$ cat config.mk
export PLATFORM = sky130hd
export DESIGN_NAME = lin_rx
export DESIGN_NICKNAME = d
export VERILOG_FILES = /design/src/rtl/lin_rx_pkg.sv /design/src/rtl/lin_rx_tick.sv /design/src/rtl/lin_rx_vote.sv /design/src/rtl/lin_rx_shift.sv /design/src/rtl/lin_rx_brk.sv /design/src/rtl/lin_rx.sv
export SDC_FILE = /design/constraint.sdc
export NUM_CORES = 1
export LEC_CHECK = 0
export ABC_AREA = 1
export BUFFER_PORTS_ARGS = -buffer_cell sky130_fd_sc_hd__buf_2
export CAP_MARGIN = 20
export CORE_MARGIN = 5
export CORE_UTILIZATION = 45
export DETAILED_ROUTE_END_ITERATION = 8
export SLEW_MARGIN = 20
export SYNTH_ARGS = -nofsm -noshare
export SYNTH_HDL_FRONTEND = slang
export SYNTH_HIERARCHICAL = 1
export SYNTH_SLANG_ARGS = --single-unit
export TNS_END_PERCENT = 20
$ cat constraint.sdc
create_clock -name clk_i -period 2.2 [get_ports clk_i]
set_clock_uncertainty 0.2 [all_clocks]
set_input_delay 0.11 -clock clk_i [delete_from_list [all_inputs] [get_ports clk_i]]
set_output_delay 0.11 -clock clk_i [all_outputs]
set_load 0.02 [all_outputs]
$ cat src/rtl/lin_rx_pkg.sv
package lin_rx_pkg;
  localparam int unsigned OSR_DEF   = 16;
  localparam int unsigned NBIT_DEF  = 8;
  localparam int unsigned BRK_DEF   = 11;
  localparam int unsigned DIVW_DEF  = 16;

  typedef enum logic {
    RX_IDLE = 1'b0,
    RX_BUSY = 1'b1
  } rx_state_e;
endpackage

$ cat src/rtl/lin_rx_tick.sv
module lin_rx_tick #(
  parameter int unsigned DIV_W = 16
) (
  input  logic             clk_i,
  input  logic             rst_ni,
  input  logic [DIV_W-1:0] div_i,
  output logic             tick_o
);
  logic [DIV_W-1:0] cnt_q;
  logic [DIV_W-1:0] lim;

  // divisors below 2 are clamped to 2
  always_comb lim = (div_i < DIV_W'(2)) ? DIV_W'(1) : div_i - DIV_W'(1);

  always_ff @(posedge clk_i or negedge rst_ni) begin
    if (!rst_ni) begin
      cnt_q  <= '0;
      tick_o <= 1'b0;
    end else if (cnt_q >= lim) begin
      cnt_q  <= '0;
      tick_o <= 1'b1;
    end else begin
      cnt_q  <= cnt_q + DIV_W'(1);
      tick_o <= 1'b0;
    end
  end

  assert_tick_gap_R1: assert property (@(posedge clk_i) disable iff (!rst_ni)
    tick_o |=> !tick_o);
endmodule

$ cat src/rtl/lin_rx_vote.sv
module lin_rx_vote #(
  parameter int unsigned WIN = 16
) (
  input  logic clk_i,
  input  logic rst_ni,
  input  logic tick_i,
  input  logic rxd_i,
  output logic line_o
);
  localparam int unsigned CW   = $clog2(WIN + 1);
  localparam int unsigned HALF = WIN / 2;

  logic [1:0]     sync_q;
  logic [WIN-1:0] win_q;
  logic [CW-1:0]  ones_q;
  logic [CW-1:0]  ones_nx;
  logic           smp;

  assign smp = sync_q[1];

  always_ff @(posedge clk_i or negedge rst_ni) begin
    if (!rst_ni) sync_q <= 2'b11;
    else         sync_q <= {sync_q[0], rxd_i};
  end

  // running count of ones: add newest, drop oldest
  always_comb ones_nx = ones_q + CW'(smp) - CW'(win_q[WIN-1]);

  always_ff @(posedge clk_i or negedge rst_ni) begin
    if (!rst_ni) begin
      win_q  <= '1;
      ones_q <= CW'(WIN);
      line_o <= 1'b1;
    end else if (tick_i) begin
      win_q  <= {win_q[WIN-2:0], smp};
      ones_q <= ones_nx;
      line_o <= (ones_nx >= CW'(HALF));
    end
  end

  assert_count_range_R2: assert property (@(posedge clk_i) disable iff (!rst_ni)
    ones_q <= CW'(WIN));
  assert_count_track_R2: assert property (@(posedge clk_i) disable iff (!rst_ni)
    $countones(win_q) == int'(ones_q));
  assert_line_on_tick_R2: assert property (@(posedge clk_i) disable iff (!rst_ni)
    !$past(tick_i) |-> $stable(line_o));
endmodule

$ cat src/rtl/lin_rx_shift.sv
module lin_rx_shift
  import lin_rx_pkg::*;
#(
  parameter int unsigned OSR  = 16,
  parameter int unsigned NBIT = 8
) (
  input  logic            clk_i,
  input  logic            rst_ni,
  input  logic            tick_i,
  input  logic            restart_i,
  input  logic            line_i,
  output logic [NBIT-1:0] data_o,
  output logic            done_o,
  output logic            ferr_o
);
  localparam int unsigned PW   = $clog2(OSR);
  localparam int unsigned LAST = NBIT + 1;
  localparam int unsigned IW   = $clog2(LAST + 1);
  localparam logic [PW-1:0] MID = PW'(OSR / 2 - 1);

  rx_state_e       st_q;
  logic [PW-1:0]   phase_q;
  logic [IW-1:0]   idx_q;
  logic [NBIT-1:0] sh_q;

  always_ff @(posedge clk_i or negedge rst_ni) begin
    if (!rst_ni) begin
      st_q    <= RX_IDLE;
      phase_q <= '0;
      idx_q   <= '0;
      sh_q    <= '0;
      data_o  <= '0;
      done_o  <= 1'b0;
      ferr_o  <= 1'b0;
    end else begin
      done_o <= 1'b0;
      if (restart_i) begin
        st_q    <= RX_BUSY;
        phase_q <= '0;
        idx_q   <= '0;
      end else if (st_q == RX_BUSY && tick_i) begin
        phase_q <= phase_q + PW'(1);
        if (phase_q == MID) begin
          if (idx_q == IW'(LAST)) begin
            st_q   <= RX_IDLE;
            done_o <= 1'b1;
            ferr_o <= ~line_i;
            data_o <= sh_q;
          end else begin
            // start bit sample (idx 0) is not stored
            if (idx_q != '0) sh_q <= {line_i, sh_q[NBIT-1:1]};
            idx_q <= idx_q + IW'(1);
          end
        end
      end
    end
  end

  assert_done_pulse_R5: assert property (@(posedge clk_i) disable iff (!rst_ni)
    done_o |=> !done_o);
  assert_done_from_busy_R9: assert property (@(posedge clk_i) disable iff (!rst_ni)
    done_o |-> $past(st_q == RX_BUSY));
  assert_data_at_done_R4: assert property (@(posedge clk_i) disable iff (!rst_ni)
    !$stable(data_o) |-> done_o);
  assert_ferr_at_done_R6: assert property (@(posedge clk_i) disable iff (!rst_ni)
    !$stable(ferr_o) |-> done_o);
  assert_restart_abort_R8: assert property (@(posedge clk_i) disable iff (!rst_ni)
    restart_i |=> !done_o);
endmodule

$ cat src/rtl/lin_rx_brk.sv
module lin_rx_brk #(
  parameter int unsigned OSR      = 16,
  parameter int unsigned BRK_BITS = 11
) (
  input  logic clk_i,
  input  logic rst_ni,
  input  logic tick_i,
  input  logic line_i,
  output logic brk_o
);
  localparam int unsigned LIM = OSR * BRK_BITS;
  localparam int unsigned CW  = $clog2(LIM + 1);

  logic [CW-1:0] cnt_q;

  always_ff @(posedge clk_i or negedge rst_ni) begin
    if (!rst_ni) begin
      cnt_q <= '0;
      brk_o <= 1'b0;
    end else begin
      if (line_i)                         cnt_q <= '0;
      else if (tick_i && cnt_q != CW'(LIM)) cnt_q <= cnt_q + CW'(1);
      brk_o <= !line_i && (cnt_q == CW'(LIM));
    end
  end

  assert_brk_low_R7: assert property (@(posedge clk_i) disable iff (!rst_ni)
    brk_o |-> !$past(line_i));
  assert_brk_limit_R7: assert property (@(posedge clk_i) disable iff (!rst_ni)
    $rose(brk_o) |-> $past(cnt_q == CW'(LIM)));
endmodule

$ cat src/rtl/lin_rx.sv
module lin_rx
  import lin_rx_pkg::*;
#(
  parameter int unsigned DIV_W    = DIVW_DEF,
  parameter int unsigned OSR      = OSR_DEF,
  parameter int unsigned NBIT     = NBIT_DEF,
  parameter int unsigned BRK_BITS = BRK_DEF
) (
  input  logic               clk_i,
  input  logic               rst_ni,
  input  logic               rxd_i,
  input  logic [DIV_W/2-1:0] div_hi_i,
  input  logic [DIV_W/2-1:0] div_lo_i,
  input  logic               restart_i,
  output logic               line_o,
  output logic [NBIT-1:0]    data_o,
  output logic               done_o,
  output logic               ferr_o,
  output logic               brk_o
);
  logic [DIV_W-1:0] div;
  logic             tick;

  assign div = {div_hi_i, div_lo_i};

  lin_rx_tick #(.DIV_W(DIV_W)) u_tick (
    .clk_i (clk_i), .rst_ni(rst_ni), .div_i(div), .tick_o(tick)
  );

  lin_rx_vote #(.WIN(OSR)) u_vote (
    .clk_i (clk_i), .rst_ni(rst_ni), .tick_i(tick), .rxd_i(rxd_i), .line_o(line_o)
  );

  lin_rx_shift #(.OSR(OSR), .NBIT(NBIT)) u_shift (
    .clk_i (clk_i), .rst_ni(rst_ni), .tick_i(tick), .restart_i(restart_i),
    .line_i(line_o), .data_o(data_o), .done_o(done_o), .ferr_o(ferr_o)
  );

  lin_rx_brk #(.OSR(OSR), .BRK_BITS(BRK_BITS)) u_brk (
    .clk_i (clk_i), .rst_ni(rst_ni), .tick_i(tick), .line_i(line_o), .brk_o(brk_o)
  );

  assert_brk_excl_done_R9: assert property (@(posedge clk_i) disable iff (!rst_ni)
    brk_o |-> !done_o || ferr_o);
endmodule

==> results by group <==
Placed design
  • Post-DP HPWL: about 6700 microns
  • Placer congestion estimate: 0.778
  • Port-buffer cells: 31

Critical path
  • Crit path buffers/inverters: 5
  • Crit-path cells: buf_2 > inv_2 > ha_4 > inv_2 > nor2_4 > nand2_4 > nor2_4 > xor2_1 > nand2_1 > ha_1 > nand2_1 > inv_2 > nand2_1 > nand2_1 > nor2_1 > nand2_1 > nand2_2 > nand2_4 > clkbuf_16 > nor2_2
  • Crit-path max FO: 4
  • WP data arrival: about 2.2 ns
  • Top delay family on crit path: simple AND/OR/NAND/NOR gates
  • WS Path Type: in2reg
  • Critical path's most frequent cell: nand2_1
  • Endpoint class of the critical path: flop
  • Slowest CP cell: ha_1
  • CP Data Required Time: between 2 and 2.5 ns
  • Startpoint types: input pin
  • Cells on worst reg2reg path: 9
  • CP max stage delay: 0.29 ns
  • Crit. path cell count: 20

Yosys
  • Synth warnings: 6
  • Mapped Nets: between 600 and 700
  • Main flop type after synthesis: dfrtp_1
  • Yosys reg bits: 77
  • Post-Syn Area: around 4800 sq um
  • Synth cell types: 37
  • Post-synth ARST share: between 90% and 100%
  • Mapped Cells: between 500 and 600
  • EDFF count, synth: 0
  • Sequential fraction of the synthesis area: roughly 40%
  • Synthesized area per cell: ~8.2 sq um

GRT
  • Vias in the first global route: approximately 3800
  • Initial antenna violation count: 0
  • Grt ovf: 0
  • First-pass GRT wire length: about 17000 microns
  • Total track usage: 15.6%
  • Largest net degree at the start of global routing: 44

Routing
  • Wire per inst: approximately 12 microns
  • Vias: between 3000 and 4000
  • Via density: slightly below 5
  • 1st-pass router iterations: 5
  • DRT antenna net count: 0
  • DR iter-0 viols: between 300 and 400
  • Total Routed Length: 9520 microns
  • DR DRC count: 0

Clock tree
  • Longest Clk Path Bufs: 2
  • Clock Latency Late Sink: 0.35 ns
  • CTS Sinks: 77
  • TritonCTS Buffers: 9
  • H-tree depth: 3
  • Clock tree from TritonCTS: done
  • Clock transition at the registers of the reported paths: ~0.08 ns
  • Clk root buf: clkbuf_8

STA
  • Setup Viol. Count Final: 0
  • Minimum clock period: around 2.1 ns
  • Slew Viols, Final: 0
  • F_max: ~0.48 GHz
  • Least-Margin Pin Slew: around 0.46 ns
  • Setup TNS: 0 ns
  • Final period util: between 90 and 100%
  • Worst rel slew slack: 69.5%
  • Final hold vios: 0

Worst hold path
  • Hold Crit Class: in2async

Pwr
  • Total chip power: between 3000 and 4000 uW
  • Power Dens Cells: 593 nW/um^2
  • Internal: ~2500 uW
  • Net Sw Frac: approximately 27%
  • Reg power frac: 47.4%
  • Net switching power: approximately 900 uW
  • Clock share of power: between 30 and 40%
  • Max VDD drop: between 0.0002 and 0.00025 V
  • Comb pwr share: 15.4%
  • Leakage power: between 0.002 and 0.003 uW

Cells and area
  • Register area: about 2000 sq um
  • Proportion of layout cells with a drive suffix above 1: between 20 and 30%
  • Core Util, Final: 55.0%
  • Nets: 700
  • Most frequent cells in the layout: nand2_1 (136), inv_1 (71), dfrtp_1 (57)
  • Synthesis-to-layout area growth: 19.3%
  • Most common cell after layout, fill and taps aside: nand2_1
  • Fill count: 965
  • Area of the multi-input gates: approximately 2500 sq um
  • Ant. Diodes: 0

Die
  • Die width: 113 microns
  • IO Count: 32
  • Die Area: roughly 13000 sq um
  • Initial Util: between 40% and 50%
  • Row count: 37
  • Placeable Area: approximately 10000 sq um
  • Die span in y: between 100 and 150 microns

Flow run
  • Max Cap Viol: 0

Run status
  • Status: completed
## cell usage after synthesis, types with 10 or more instances
cell     number  area, sq um
a21oi_1      13         65.1
dfrtp_1      57         1430
dfstp_2      20          526
ha_1         29          363
inv_1        75          282
nand2_1     140          526
nand3_1      49          245
nor2_1       51          191
nor2_2       11         68.8
o21ai_0      26          130
o21ai_2      10         87.6
xor2_1       10         87.6
## final cells by class
type,instances,share of cell area [%]
clock inverters,5,1.76
well taps,136,3.00
inverters,84,5.60
clock buffers,11,2.32
repair buffers,66,8.87
multi-input cells,412,44.0
flip-flops and latches,77,34.4
## stage by stage
step	area, sq um	setup slack, ns	hold WS (ns)	instances
CTS	5540	0.0891	0.0558	789
finish	5670	0.132	0.0528	791
floorplan	4760	0.000600	-0.386	582
global placement	5280	-0.198	-0.110	770
global route	5670	-0.0192	0.0758	791
detailed placement	5280	-0.289	-0.108	770
## cells by family (layout without fill, tap and decap cells)
family	Yosys count	count (layout)	share of synthesized area (%)
AO/OA/AOI/OAI	63	63	8.52
AND/OR/NAND/NOR	308	308	32.1
adder cells (fa/ha/maj)	30	30	8.05
flip-flops	77	77	41.0
XOR/XNOR	11	11	2.03
buffers and inverters	93	166	8.28
## state kept, by name, indices dropped and copies added (netlist names), 2 cells and up
register         flops
u_shift/phase_q      4
u_vote/win_q        16
u_vote/sync_q        2
u_shift/data_o       8
u_shift/idx_q        4
u_tick/cnt_q        16
u_vote/ones_q        5
u_brk/cnt_q          8
u_shift/sh_q         8
## layer usage
layer / vias to the layer above / wire length [microns] / global-route usage (%) / share of wire (%)
met5: - / 0 / 0 / 0
met4: 0 / 219 / 6.09 / 2.3
met3: 26 / 333 / 2.78 / 3.5
met2: 71 / 4520 / 26.4 / 47
met1: 1792 / 4450 / 20.0 / 47
li1: 1987 / - / - / -
## power by group through the flow
stage	Combinational [uW]	Sequential (uW)	Clock (uW)
after floorplan	315	1590	0
after global placement	460	1610	0
after detailed placement	484	1620	0
after CTS	489	1590	1280
after global routing	610	1610	1350
final	517	1600	1250
## what timing repair did
action,in CTS,in global routing
gates resized for setup,0,29
setup endpoints to repair,0,17
hold endpoints to repair,81,0
buffers inserted,0,0
hold buffers,3,0
## worst paths after layout
| check | startpoint | endpoint | slack (ns) |
|---|---|---|---|
| hold reg to reg | u_vote/sync_q[0] | u_vote/sync_q[1] | 0.16 |
| hold / removal | rst_ni | u_brk/cnt_q[3] | 0.05 |
| min in group clk_i | u_vote/sync_q[0] | u_vote/sync_q[1] | 0.16 |
| setup reg to reg | u_vote/win_q[15] | u_vote/ones_q[4] | 0.18 |
| max in group asynchronous | rst_ni | u_tick/cnt_q[7] | 1.16 |
| setup / recovery | div_lo_i[0] | u_tick/cnt_q[4] | 0.13 |
(Power assumes the default switching activity.)
